===== config.mk =====
export PLATFORM = sky130hd
export DESIGN_NAME = ocb_ctrl
export DESIGN_NICKNAME = d
export VERILOG_FILES = /design/src/rtl/ocb_pkg.sv /design/src/rtl/ocb_span_cnt.sv /design/src/rtl/ocb_oc_status.sv /design/src/rtl/ocb_ctrl.sv
export SDC_FILE = /design/constraint.sdc
export NUM_CORES = 1
export LEC_CHECK = 0
export BUFFER_PORTS_ARGS = -buffer_cell sky130_fd_sc_hd__buf_2
export CORE_MARGIN = 1.5
export CORE_UTILIZATION = 54
export DETAILED_ROUTE_END_ITERATION = 10
export PLACE_DENSITY = 0.77
export REMOVE_ABC_BUFFERS = 1
export SLEW_MARGIN = 20
export SYNTH_ARGS = -nofsm -noshare
export SYNTH_HDL_FRONTEND = slang
export SYNTH_HIERARCHICAL = 1
export SYNTH_SLANG_ARGS = --single-unit

===== constraint.sdc =====
create_clock -name clk -period 2.15 [get_ports clk]
set_input_delay 0.215 -clock clk [delete_from_list [all_inputs] [get_ports clk]]
set_output_delay 0.215 -clock clk [all_outputs]
set_load 0.05 [all_outputs]

===== src/rtl/ocb_pkg.sv =====
package ocb_pkg;

  typedef enum logic [4:0] {
    ST_IDLE   = 5'b00001,
    ST_TIMING = 5'b00010,
    ST_TRIP   = 5'b00100,
    ST_COOL   = 5'b01000,
    ST_WAIT   = 5'b10000
  } ocb_state_e;

  // cooling span is four tD periods
  function automatic int unsigned cool_span(input int unsigned td);
    return 4 * td;
  endfunction

  // bits needed to count 0 .. lim-1
  function automatic int unsigned span_width(input int unsigned lim);
    return (lim < 2) ? 1 : $clog2(lim);
  endfunction

endpackage


===== src/rtl/ocb_span_cnt.sv =====
module ocb_span_cnt #(
  parameter int unsigned LIM = 8
) (
  input  logic clk,
  input  logic rst_n,
  input  logic run,
  output logic done
);
  localparam int unsigned W = ocb_pkg::span_width(LIM);
  localparam logic [W-1:0] LAST = W'(LIM - 1);

  logic [W-1:0] cnt_q;

  assign done = run && (cnt_q == LAST);

  always_ff @(posedge clk) begin
    if (!rst_n)             cnt_q <= '0;
    else if (!run || done)  cnt_q <= '0;
    else                    cnt_q <= cnt_q + 1'b1;
  end
endmodule


===== src/rtl/ocb_oc_status.sv =====
module ocb_oc_status (
  input  logic clk,
  input  logic rst_n,
  input  logic trip,
  input  logic clr,
  output logic present,
  output logic fault
);
  always_ff @(posedge clk) begin
    if (!rst_n) begin
      present <= 1'b0;
      fault   <= 1'b0;
    end else begin
      present <= trip;
      if (trip)     fault <= 1'b1;
      else if (clr) fault <= 1'b0;
    end
  end
endmodule


===== src/rtl/ocb_ctrl.sv =====
module ocb_ctrl #(
  parameter int unsigned BRK_CYCLES = 66250,
  parameter int unsigned TD_CYCLES  = 125000
) (
  input  logic clk,
  input  logic rst_n,
  input  logic ilim_i,
  input  logic short_i,
  input  logic retry_en_i,
  input  logic fault_clr_i,
  output logic gate_en_o,
  output logic pulldown_o,
  output logic fast_pd_o,
  output logic cap_dis_o,
  output logic pg_rst_o,
  output logic oc_present_o,
  output logic oc_fault_o
);
  import ocb_pkg::*;

  localparam int unsigned COOL_CYCLES = cool_span(TD_CYCLES);

  ocb_state_e state_q, state_d;
  logic brk_run, brk_done, trip_evt;
  logic cool_run, cool_done;

  assign brk_run  = (state_q == ST_TIMING) && ilim_i;
  assign trip_evt = brk_done;
  assign cool_run = (state_q == ST_COOL);

  ocb_span_cnt #(.LIM(BRK_CYCLES)) u_brk (
    .clk(clk), .rst_n(rst_n), .run(brk_run), .done(brk_done)
  );

  ocb_span_cnt #(.LIM(COOL_CYCLES)) u_cool (
    .clk(clk), .rst_n(rst_n), .run(cool_run), .done(cool_done)
  );

  ocb_oc_status u_stat (
    .clk(clk), .rst_n(rst_n), .trip(trip_evt), .clr(fault_clr_i),
    .present(oc_present_o), .fault(oc_fault_o)
  );

  always_comb begin
    state_d = state_q;
    unique case (state_q)
      ST_IDLE:   if (ilim_i) state_d = ST_TIMING;
      ST_TIMING: begin
        if (!ilim_i)       state_d = ST_IDLE;
        else if (trip_evt) state_d = ST_TRIP;
      end
      ST_TRIP:   state_d = retry_en_i ? ST_COOL : ST_WAIT;
      ST_COOL:   if (cool_done) state_d = ST_IDLE;
      ST_WAIT:   if (!oc_fault_o) state_d = ST_COOL;
      default:   state_d = ST_IDLE;
    endcase
  end

  always_ff @(posedge clk) begin
    if (!rst_n) state_q <= ST_IDLE;
    else        state_q <= state_d;
  end

  assign gate_en_o  = (state_q == ST_IDLE) || (state_q == ST_TIMING);
  assign pulldown_o = (state_q == ST_TRIP) || (state_q == ST_COOL) || (state_q == ST_WAIT);
  assign cap_dis_o  = (state_q == ST_TRIP);
  assign pg_rst_o   = (state_q == ST_TRIP);
  assign fast_pd_o  = short_i;

endmodule


==> results.toml <==
[synthesis]
synthTopCellsByArea = "dfxtp_1, xnor2_1, nor2_1"
synth_cells = 244
ys_warn_count = 6
synth_top_cell_area_share = 0.4033
yosysTopAreaCell = "dfxtp_1"
netlist_area_mm2 = 0.002135
synth-seq-cells = 43
synth.avg_cell_area_um2 = 8.748
yosysSeqAreaShare = 0.4033
ys_types = 41

[floorplan]
die_w_um = 65.87
io_pins = 13
fp-row-count = 22
die_y_um = 65.87
start_util = 0.5744
coreArea_mm2 = 0.003716
dieArea_mm2 = 0.004339

[timing]
fin_tns_setup_ns = 0
fmax_mhz = 489.8
hold_violations = 0
holdWs_ns = 0.2276
timing.slew.headroom = 0.7135
tightestPinTransition_ns = 0.4258
setup-violations-final = 0
finalMaxSlewViolations = 0
min_period_ns = 2.041
fin_skew_ns = 0.007460
setup_ws_ns = 0.1085
fin_crit_sh = 0.9495
rsz0062_at_grt = "no"

[worst_setup_path]
critPathArrivalTime_ns = 2.28
crit_path_start = "u_cool/cnt_q[14]"
r2r_start = "u_cool/cnt_q[14]"
crit_chain = "or4b_1 > nor4_2 > and4_1 > and4b_1 > nor4_2 > and3_1"
worst-path-max-fanout = 3
worst_setup_path_start_kind = "register"
slowest_stage = "or4b_1"
reg2reg_slack_ns = 0.11
max_stage_delay_ns = 0.54
critPathKind = "register to register"
crit_path_end_kind = "register"
cp.required_ns = 2.39
cp_common_cell = "nor4_2"

[layout]
num-fill-cells = 304
multiInputGateArea_mm2 = 0.001175
syn2layout_area_growth_pct = 10.49
regArea_um2 = 860.8
final_area_mm2 = 0.002359
drive_gt1_frac = 0.1577
n_antenna_cell = 0
utilization = 0.6347
nNetsFinal = 268
fin_cells = 308

[power_and_ir_drop]
power_density_mw_per_mm2 = 606.2
p_total_mw = 1.430
p_leak_nw = 0.7474
ir_drop_mv = 0.3595

[placement]
dp_hpwl_um = 2777
dpl-instance-area_mm2 = 0.002240
place.gp.congestion = 0.7785
dp_cells = 300
pre_cts_slack_ns = 0.002361
port_buffers = 10

[clock_network]
cts_buffer_depth = 2
cts_root_buf = "clkbuf_8"
clk_latency_ns = 0.29
cts_sinks = 43
hold_buffers = 0
clk_pin_slew_ns = 0.08
cts_made_buffers = 5
htreeDepth = 2
cts_tree = "yes"

[status]
status = "completed"

[route]
firstDrtPassIters = 4
drt_iter0_markers = 134
vias = 1724
antenna_left = 0
wl_um = 3935
viasPerCell = 5.597
wl_per_cell_um = 12.78
drc = 0

[global_routing]
grt_pass1_vias = 1532
grt_usage = 0.1948
antenna_found_initial = 0
gr-total-overflow = 0
grt_pass1_wl_um = 6555
grt_max_degree = 20

[hold_path]
min-delay-start = "rst_n"
min-delay-path-class = "primary input to register"

[job]
drv_cap = 0
## state kept, by name (all words and copies together), names as in the netlist
signal / flops
state_q: 5
u_brk/cnt_q: 17
u_cool/cnt_q: 19
u_stat/present: 1
u_stat/fault: 1
## worst max-delay path, delay by kind of cell (launching register included)
| family | cells | cell delay (ns) |
|---|---|---|
| DFF | 1 | 0.34 |
| and+or+nand+nor | 6 | 1.66 |
## placed cells by master, fill, tap and decap left out, types with 5 or more instances in the layout
| cell | instances |
|---|---|
| dfxtp_1 | 43 |
| nor2_1 | 38 |
| xnor2_1 | 23 |
| inv_1 | 12 |
| nand2_1 | 10 |
| nor4_1 | 10 |
| buf_2 | 10 |
| nor3_1 | 9 |
| buf_4 | 9 |
| nand4_1 | 9 |
| nand3_1 | 8 |
| clkbuf_8 | 7 |
| and3_1 | 6 |
| xor2_1 | 6 |
| a21oi_1 | 5 |
| o21ai_0 | 5 |
| or4_1 | 5 |
## path summary, 6_finish.rpt
path,endpoint,depth (start not counted)
setup / recovery,state_q[2],6
hold / removal,state_q[1],3
setup reg to reg,state_q[2],6
hold reg to reg,u_cool/cnt_q[17],2
## synth_stat cells, drive strengths merged
library cell / instances
a211o: 1
a21oi: 5
a22o: 1
a311oi: 1
a31o: 1
and2: 1
and3: 6
and4: 2
and4b: 1
and4bb: 1
buf: 11
dfxtp: 43
ha: 3
inv: 12
nand2: 10
nand2b: 3
nand3: 11
nand3b: 3
nand4: 10
nor2: 41
nor2b: 1
nor3: 11
nor4: 13
nor4b: 2
nor4bb: 1
o21a: 2
o21ai: 5
o21bai: 1
o31ai: 4
or3: 1
or4: 5
or4b: 2
xnor2: 23
xor2: 6
## layout make-up
cell class                      count  share of cell area
Multi-Input combinational cell    178              0.4981
Sequential cell                    43              0.3650
Timing Repair Buffer               19             0.04987
Clock buffer                        8             0.04244
Tap cell                           48             0.02546
Inverter                           12             0.01910
## repair_timing
action / CTS / global route
buffers inserted: 0 / 0
resized for setup: 1 / 2
pin swaps: 0 / 0
setup endpoints to repair: 3 / 3
## layer usage
metal  share of wire  track usage  vias up
met2            0.46       0.3194       18
met5               0            0        -
met3           0.027      0.05111        4
met4          0.0081      0.06771        0
met1            0.50       0.2465      818
li1                -            -      884
## kinds of logic (layout without fill, tap and decap cells)
group / count (synthesis) / after routing / share of synthesized area
flops: 43 / 43 / 0.4033
compound gates: 21 / 21 / 0.06448
buf+inv: 23 / 39 / 0.05509
xor+xnor: 29 / 29 / 0.1190
simple gates: 125 / 125 / 0.3406
fa+ha+maj: 3 / 3 / 0.01759
## report_power, final
group | total [mW] | internal [mW] | switching (mW)
Clock | 0.558 | 0.293 | 0.265
Sequential | 0.810 | 0.800 | 0.00992
Combinational | 0.0616 | 0.0225 | 0.0391
(Power assumes the default switching activity.)
